$ cat src/rtl/mcs_pkg.sv
package mcs_pkg;
  typedef enum logic [2:0] {
    ST_IDLE = 3'd0,
    ST_WR   = 3'd1,
    ST_RNEG = 3'd2,
    ST_RGAP = 3'd3,
    ST_RPOS = 3'd4
  } seq_state_t;
endpackage

$ cat src/rtl/mcs_width_calc.sv
// Derives the effective pulse widths: write width clamped up to the minimum,
// and any zero width promoted to one cycle.
module mcs_width_calc #(
  parameter int CNT_W = 16
) (
  input  logic [CNT_W-1:0] wr_width,
  input  logic [CNT_W-1:0] wr_min,
  input  logic [CNT_W-1:0] rd_width,
  output logic [CNT_W-1:0] wr_eff,
  output logic [CNT_W-1:0] rd_eff
);
  localparam logic [CNT_W-1:0] ONE = CNT_W'(1);

  logic [CNT_W-1:0] wr_base;

  always_comb begin
    wr_base = (wr_width < wr_min) ? wr_min : wr_width;
    wr_eff  = (wr_base == '0) ? ONE : wr_base;
    rd_eff  = (rd_width == '0) ? ONE : rd_width;
  end
endmodule

$ cat src/rtl/mcs_phase_timer.sv
// Down counter: load with a width W >= 1; 'last' is high on the W-th cycle.
module mcs_phase_timer #(
  parameter int CNT_W = 16
) (
  input  logic             clk,
  input  logic             rst,
  input  logic             load,
  input  logic [CNT_W-1:0] load_val,
  output logic             last
);
  logic [CNT_W-1:0] cnt;

  always_ff @(posedge clk) begin
    if (rst)            cnt <= '0;
    else if (load)      cnt <= load_val - CNT_W'(1);
    else if (cnt != '0) cnt <= cnt - CNT_W'(1);
  end

  assign last = (cnt == '0);
endmodule

$ cat src/rtl/mcs_seq_fsm.sv
// Operation sequencer. All outputs are registered from the next state.
module mcs_seq_fsm
  import mcs_pkg::*;
#(
  parameter int CNT_W = 16
) (
  input  logic             clk,
  input  logic             rst,
  input  logic             wr_req,
  input  logic             wr_data,
  input  logic             rd_req,
  input  logic [CNT_W-1:0] wr_eff,
  input  logic [CNT_W-1:0] rd_eff,
  input  logic             cmp_in,
  input  logic             last,
  output logic             tmr_load,
  output logic [CNT_W-1:0] tmr_val,
  output logic             drive_pos,
  output logic             drive_neg,
  output logic             sense_sel,
  output logic             busy,
  output logic             rd_valid,
  output logic             rd_data
);
  seq_state_t       st, nxt;
  logic             pol_q, pol_nxt;
  logic [CNT_W-1:0] rd_w_q;
  logic             take_rd;
  logic             rd_done;

  assign take_rd = (st == ST_IDLE) && rd_req && !wr_req;
  assign rd_done = (st == ST_RPOS) && last;
  assign pol_nxt = ((st == ST_IDLE) && wr_req) ? wr_data : pol_q;

  always_comb begin
    nxt      = st;
    tmr_load = 1'b0;
    tmr_val  = rd_w_q;
    unique case (st)
      ST_IDLE: begin
        if (wr_req) begin
          nxt      = ST_WR;
          tmr_load = 1'b1;
          tmr_val  = wr_eff;
        end else if (rd_req) begin
          nxt      = ST_RNEG;
          tmr_load = 1'b1;
          tmr_val  = rd_eff;
        end
      end
      ST_WR:   if (last) nxt = ST_IDLE;
      ST_RNEG: if (last) nxt = ST_RGAP;
      ST_RGAP: begin
        nxt      = ST_RPOS;
        tmr_load = 1'b1;
        tmr_val  = rd_w_q;
      end
      ST_RPOS: if (last) nxt = ST_IDLE;
      default: nxt = ST_IDLE;
    endcase
  end

  always_ff @(posedge clk) begin
    if (rst) begin
      st        <= ST_IDLE;
      pol_q     <= 1'b0;
      rd_w_q    <= '0;
      drive_pos <= 1'b0;
      drive_neg <= 1'b0;
      sense_sel <= 1'b0;
      busy      <= 1'b0;
      rd_valid  <= 1'b0;
      rd_data   <= 1'b0;
    end else begin
      st        <= nxt;
      pol_q     <= pol_nxt;
      if (take_rd) rd_w_q <= rd_eff;
      drive_pos <= ((nxt == ST_WR) && pol_nxt) || (nxt == ST_RPOS);
      drive_neg <= ((nxt == ST_WR) && !pol_nxt) || (nxt == ST_RNEG);
      sense_sel <= (nxt == ST_RNEG) || (nxt == ST_RGAP) || (nxt == ST_RPOS);
      busy      <= (nxt != ST_IDLE);
      rd_valid  <= rd_done;
      if (rd_done) rd_data <= cmp_in;
    end
  end
endmodule

$ cat src/rtl/mcell_pulse_seq.sv
module mcell_pulse_seq #(
  parameter int CNT_W = 16
) (
  input  logic             clk,
  input  logic             rst,
  input  logic             wr_req,
  input  logic             wr_data,
  input  logic             rd_req,
  input  logic [CNT_W-1:0] cfg_wr_width,
  input  logic [CNT_W-1:0] cfg_wr_min,
  input  logic [CNT_W-1:0] cfg_rd_width,
  input  logic             cmp_in,
  output logic             drive_pos,
  output logic             drive_neg,
  output logic             sense_sel,
  output logic             busy,
  output logic             rd_valid,
  output logic             rd_data
);
  logic [CNT_W-1:0] wr_eff, rd_eff, tmr_val;
  logic             tmr_load, tmr_last;

  mcs_width_calc #(.CNT_W(CNT_W)) u_width (
    .wr_width (cfg_wr_width),
    .wr_min   (cfg_wr_min),
    .rd_width (cfg_rd_width),
    .wr_eff   (wr_eff),
    .rd_eff   (rd_eff)
  );

  mcs_phase_timer #(.CNT_W(CNT_W)) u_timer (
    .clk      (clk),
    .rst      (rst),
    .load     (tmr_load),
    .load_val (tmr_val),
    .last     (tmr_last)
  );

  mcs_seq_fsm #(.CNT_W(CNT_W)) u_fsm (
    .clk       (clk),
    .rst       (rst),
    .wr_req    (wr_req),
    .wr_data   (wr_data),
    .rd_req    (rd_req),
    .wr_eff    (wr_eff),
    .rd_eff    (rd_eff),
    .cmp_in    (cmp_in),
    .last      (tmr_last),
    .tmr_load  (tmr_load),
    .tmr_val   (tmr_val),
    .drive_pos (drive_pos),
    .drive_neg (drive_neg),
    .sense_sel (sense_sel),
    .busy      (busy),
    .rd_valid  (rd_valid),
    .rd_data   (rd_data)
  );
endmodule

$ cat config.mk
export PLATFORM = sky130hd
export DESIGN_NAME = mcell_pulse_seq
export DESIGN_NICKNAME = d
export VERILOG_FILES = /design/src/rtl/mcs_pkg.sv /design/src/rtl/mcs_width_calc.sv /design/src/rtl/mcs_phase_timer.sv /design/src/rtl/mcs_seq_fsm.sv /design/src/rtl/mcell_pulse_seq.sv
export SDC_FILE = /design/constraint.sdc
export NUM_CORES = 1
export LEC_CHECK = 0
export ABC_AREA = 1
export BUFFER_PORTS_ARGS = -buffer_cell sky130_fd_sc_hd__buf_2
export CAP_MARGIN = 25
export CORE_MARGIN = 2
export CORE_UTILIZATION = 60
export CTS_CLUSTER_DIAMETER = 150
export DETAILED_ROUTE_END_ITERATION = 7
export GPL_TIMING_DRIVEN = 0
export PLACE_DENSITY = 0.82
export SYNTH_ARGS = -nofsm -noshare
export SYNTH_HDL_FRONTEND = slang
export SYNTH_SLANG_ARGS = --single-unit
$ cat constraint.sdc
create_clock -name clk -period 5.4 [get_ports clk]
set_input_delay 1.08 -clock clk [delete_from_list [all_inputs] [get_ports clk]]
set_output_delay 1.08 -clock clk [all_outputs]
set_load 0.03 [all_outputs]
# == After elaboration in Yosys (flattened, before gate mapping) ==
# Index checks and enable logic that the tools add are counted.
# classes
n_addsub,2
mul,0
div_mod_pow,0
order_cmp,1
n_eq_ne,8
shift,0
mux,17
bitwise,0
reduce_logical,20
# op_table
op,count
16-bit 2-to-1 mux,8
16-bit zero test,3
"16-bit by 1-bit subtractor with 16-bit output, second input constant",2
16-bit < comparator,1
16-bit nonzero test,1
"3-bit by 2-bit equality test with 1-bit output, second input constant",4
3-bit 2-to-1 mux,4
3-bit case mux with 4 select lines,1
"3-bit by 1-bit equality test with 1-bit output, second input constant",2
"3-bit equality test, second input constant",2
1-bit logical AND,6
1-bit logical OR,4
3-bit zero test,1
1-bit 2-to-1 mux,3
3-bit nonzero test,1
1-bit zero test,2
1-bit case mux with 2 select lines,1
2-bit nonzero test,1
2-bit OR reduction,1
# word_totals
regBits,42
latch_bits,0
mem_bits_rw,0
mem_bits_ro,0
input_bits,54
out_inout_bits,6
wordCells,58
mem_count,0

# == Logic depth before layout (Yosys ltp) ==
# depth
ltp_word,8
depth_mapped,30
mapped_depth_nobuf,29

# == Cells and area by module ==
# From an unflattened synthesis, not the netlist that was laid out.
# unflattened
cells_unflattened,546
hier_area_um2,3394.5
# modules_own_cells
mod,instances,cells_per_inst,area_per_inst_um2,seq_area_each_um2
mcs_seq_fsm,1,182,1320.0,520.5
mcs_phase_timer,1,213,1267.5,320.3
mcs_width_calc,1,151,807.0,0.0

# == Least setup slack after synthesis ==
# No wires, ideal clock.
# synth_timing
path_kind,input -> register
from,in cfg_wr_min[15]
to,reg u_timer.cnt[8]
setup_time_ps,125
arrival_time_ps,3420
t_required_ps,5275
path_slack_ps,1855
cell_stages,26
n_path_buf,1
path_cell_list,inv_1 -> ha_1 -> nand2_1 -> inv_1 -> nand3_2 -> inv_2 -> a21oi_4 -> buf_2 -> nand3_1 -> nand2_1 -> nor2_1 -> nand2_1 -> nor2_1 -> nand2_1 -> nand2_1 -> nand2_1 -> nand2_2 -> nand2_4 -> ha_1 -> nand2_1 -> inv_1 -> nand2_1 -> nor2_2 -> nand2_1 -> o21ai_0 -> a31oi_1
# synth_between
elab_chain_cells,8
# synth_lines
item,line_no,rtl
"start, declared",mcell_pulse_seq.sv:10,"input logic [CNT_W-1:0] cfg_wr_min,"
16-bit < comparator,mcs_width_calc.sv:17,wr_base = (wr_width < wr_min) ? wr_min : wr_width;
16-bit 2-to-1 mux (*),mcs_width_calc.sv:17,
16-bit zero test,mcs_width_calc.sv:18,wr_eff = (wr_base == '0) ? ONE : wr_base;
16-bit 2-to-1 mux (*),mcs_width_calc.sv:18,
16-bit 2-to-1 mux (*),mcs_seq_fsm.sv:41,if (wr_req) begin
16-bit 2-to-1 mux (*),mcs_seq_fsm.sv:39,unique case (st)
16-bit by 1-bit subtractor with 16-bit output (*),mcs_phase_timer.sv:15,else if (load) cnt <= load_val - CNT_W'(1);
16-bit 2-to-1 mux (*),mcs_phase_timer.sv:15,
"end signal, assigned",mcs_phase_timer.sv:15,
"end signal, assigned",mcs_phase_timer.sv:16,else if (cnt != '0) cnt <= cnt - CNT_W'(1);
"end, declared",mcs_phase_timer.sv:11,logic [CNT_W-1:0] cnt;
# Mark *: on every way between the ends. The rest lies on a longest branch, timed or not.
# A chain may end at the register's enable or synchronous reset.

# == Worst setup path in the final report ==
# layout_timing
from,in cfg_wr_width[15]
to,reg u_timer.cnt[10]
# layout_between
elab_chain_cells,8
# layout_lines
item,line_no,rtl
"start, declared",mcell_pulse_seq.sv:9,"input logic [CNT_W-1:0] cfg_wr_width,"
16-bit < comparator,mcs_width_calc.sv:17,
16-bit 2-to-1 mux (*),mcs_width_calc.sv:17,
16-bit zero test,mcs_width_calc.sv:18,
16-bit 2-to-1 mux (*),mcs_width_calc.sv:18,
16-bit 2-to-1 mux (*),mcs_seq_fsm.sv:41,
16-bit 2-to-1 mux (*),mcs_seq_fsm.sv:39,
16-bit by 1-bit subtractor with 16-bit output (*),mcs_phase_timer.sv:15,
16-bit 2-to-1 mux (*),mcs_phase_timer.sv:15,
# Marks and branches as above.

==> impl_metrics.toml <==
[layout]
diodes = 0
drive_gt1_share_pct = 18.4
multi_input_area_sq_um = 2040
syn2layout_area_growth_pct = 16.1
layout.nets = 651
fillers = 469
regArea_sq_um = 841
instances_no_fill = 652

[cts]
cts_root_buf = "clkbuf_8"
post_cts_buffers = 0
clk_pin_slew_ns = 0.08
cts_buffers = 5
worstSkewPairLatency_ns = 0.30
cts.sinks = 42
cts_hold_buffers = 0
cts_resized = 0
clk_path_buf_depth = 2
tritoncts = "built"
htree_num_levels = 2

[power_and_ir_drop]
p_leak_nw = 1.90
finalPower_w = 0.00146
vdd_drop_max_mv = 0.291
power.density_nw_per_um2 = 389

[routing]
first_pass_iters = 6
postRouteAntennaNets = 0
routed_wl_mm = 9.56
vias = 3751
avgRoutedWirePerCell_um = 14.7
drc = 0
viasPerCell = 5.75
drt_iter0_drc = 335

[global_routing]
grt_pass1_wl_mm = 15.8
first_global_vias = 3487
grt-ovfl-total = 0
antenna_found_initial = 0
grt_max_degree = 14
gr-usage-all-layers_pct = 32.6

[logic_synthesis]
synthMuxAreaShare_pct = 0.311
synthTopCellsByCount = "nand2_1, inv_1, nor2_1"
synth_most_common_cell = "nand2_1"
synthFlopType = "dfxtp_1"
syn_area_per_cell_sq_um = 6.25
synth_area_sq_um = 3220
synth.distinct_cells = 45
synth_compound_area_share_pct = 20.1
synth_cells = 516
synthAdderAreaFrac_pct = 6.21
ys_ff_latch = 42
yosysTopAreaCell = "dfxtp_1"
ys_seq_area_share_pct = 26.1
synthArstFlopShare_pct = 0
synth_fp_nets = 586
synth-edff-count = 0
synth_area_leaders = "dfxtp_1, nand2_1, a21oi_1"
ys_warn_count = 0
synthSimpleGateAreaFrac_pct = 36.6
synth_top_family_by_area = "simple AND/OR/NAND/NOR gates"
synth_xor_area_share_pct = 0
yosysTopAreaCellShare_pct = 26.1

[worst_setup_path]
path_buf_inv = 6
worstSetupEndpointType = "flop"
crit_family = "simple AND/OR/NAND/NOR gates"
worstReg2RegStart = "u_fsm.st[2]"
rrSetupSlack_ns = 2.35
critPathMaxStageDelay_ns = 0.30
crit_slowest_cell = "ha_1"
worstPathRequired_ns = 5.57
crit_top_cell = "nand2_1"
path_max_fanout = 10
worstRegToRegCells = 18
r2r-end = "u_timer.cnt[10]"
startpoint_type = "input pin"
crit_type = "input pin to flop"
critPathLaunch = "cfg_wr_width[15]"
cp.arrival_ns = 4.06
critPathCapture = "u_timer.cnt[10]"
crit_cells = 26

[placement]
pre_cts_ws_ns = 1.22
dp_cells = 644
hpwlAfterDp_mm = 7.52
io_buffer_count = 58
finalWeightedCongestion = 0.949

[floorplanning]
die_w_um = 77.3
row_count = 26
die_area_sq_um = 5970
initial_utilization_pct = 62.7
die_h_um = 77.3
core-area_sq_um = 5140
io_pins = 60

[sta]
setup_viol = 0
rsz0062_at_grt = "false"
period_share_pct = 72.1
finalWorstSetupSlack_ns = 1.50
skew_ns = 0.00848
post-route-min-period_ns = 3.90
fmax_mhz = 257
slew_viol_final = 0
slew_headroom_pct = 57.1
hold_viol_final = 0
tns_ns = 0
worstMarginPinSlew_ns = 0.644

[flow_run]
drv_cap = 0

[outcome]
status = "finished clean"

[min_path]
hold_class = "flop to flop"
## worst reg2reg max path, delay by kind of cell, from the launching register on
family,cells,cell delay [ns]
AOI/OAI and AO/OA,3,0.36
adders and majority gates,1,0.18
buffers and inverters,7,0.99
DFF,1,0.43
and+or+nand+nor,7,0.97
## cell type report
class                           count  area share, %
Timing Repair Buffer               58           7.75
Clock buffer                        6           2.21
Clock inverter                      2           1.60
Tap cell                           70           2.34
Buffer                             20           2.51
Multi-Input combinational cell    387           54.4
Sequential cell                    42           22.5
Inverter                           67           6.72
## metrics by stage
| step | utilization, % | cell area [sq um] | hold WS, ns |
|---|---|---|---|
| global route | 72.8 | 3740 | 0.502 |
| CTS | 72.8 | 3740 | 0.471 |
| floorplan | - | 3220 | 0.449 |
| global placement | 70.1 | 3600 | 0.433 |
| detailed placement | 70.1 | 3600 | 0.458 |
| finish | 72.8 | 3740 | 0.469 |
## where the power goes
part / internal, W / leakage (nW) / switching (W) / total, W
registers: 0.000377 / 0.345 / 0.0000368 / 0.000414
logic: 0.000244 / 1.48 / 0.000488 / 0.000732
clock network: 0.000197 / 0.0714 / 0.000114 / 0.000311
total: 0.000819 / 1.90 / 0.000639 / 0.00146
## sequential cells by signal, indices dropped and copies added (netlist names)
| name | flops |
|---|---|
| u_fsm.busy | 1 |
| u_fsm.drive_neg | 1 |
| u_fsm.drive_pos | 1 |
| u_fsm.pol_q | 1 |
| u_fsm.rd_data | 1 |
| u_fsm.rd_valid | 1 |
| u_fsm.rd_w_q | 16 |
| u_fsm.sense_sel | 1 |
| u_fsm.st | 3 |
| u_timer.cnt | 16 |
## metal layers
metal / global-route usage (%) / wire, um / share of wire (%)
met1: 40.4 / 3980 / 42
met2: 58.8 / 4690 / 49
met3: 3.76 / 735 / 7.7
met4: 10.2 / 161 / 1.7
met5: 0 / 0 / 0
## worst min path at each step
stage                     start          endpoint  depth (start not counted)
2_1_floorplan  u_fsm.rd_w_q[11]  u_fsm.rd_w_q[11]                          2
4_1_cts           u_fsm.rd_data     u_fsm.rd_data                          2
3_3_place_gp      u_fsm.rd_data     u_fsm.rd_data                          2
6_report          u_fsm.rd_data     u_fsm.rd_data                          2
3_5_place_dp      u_fsm.rd_data     u_fsm.rd_data                          2
5_1_grt           u_fsm.rd_data     u_fsm.rd_data                          2
## cell families after synthesis
| group | after synthesis |
|---|---|
| and+or+nand+nor | 264 |
| DFF | 42 |
| buffers and inverters | 87 |
| AOI/OAI and AO/OA | 106 |
| adders and majority gates | 16 |
| muxes | 1 |
## placed cells by master (no fill, tap or decap), drive strengths merged
cell,n
dfxtp,42
nand3,30
a211oi,7
mux2i,1
o311ai,6
nor2,56
a41oi,1
o211ai,2
a41o,1
a21boi,1
bufinv,2
ha,16
inv,67
a31oi,4
a21oi,47
or2,2
a22oi,4
nor4,7
nand4,6
nand3b,2
nand2,154
nor3,5
or4,1
o31ai,1
o21a,1
and2,1
o22ai,1
buf,67
o21ai,30
clkbuf,17
Note: power is estimated with default switching activity, not from simulation.
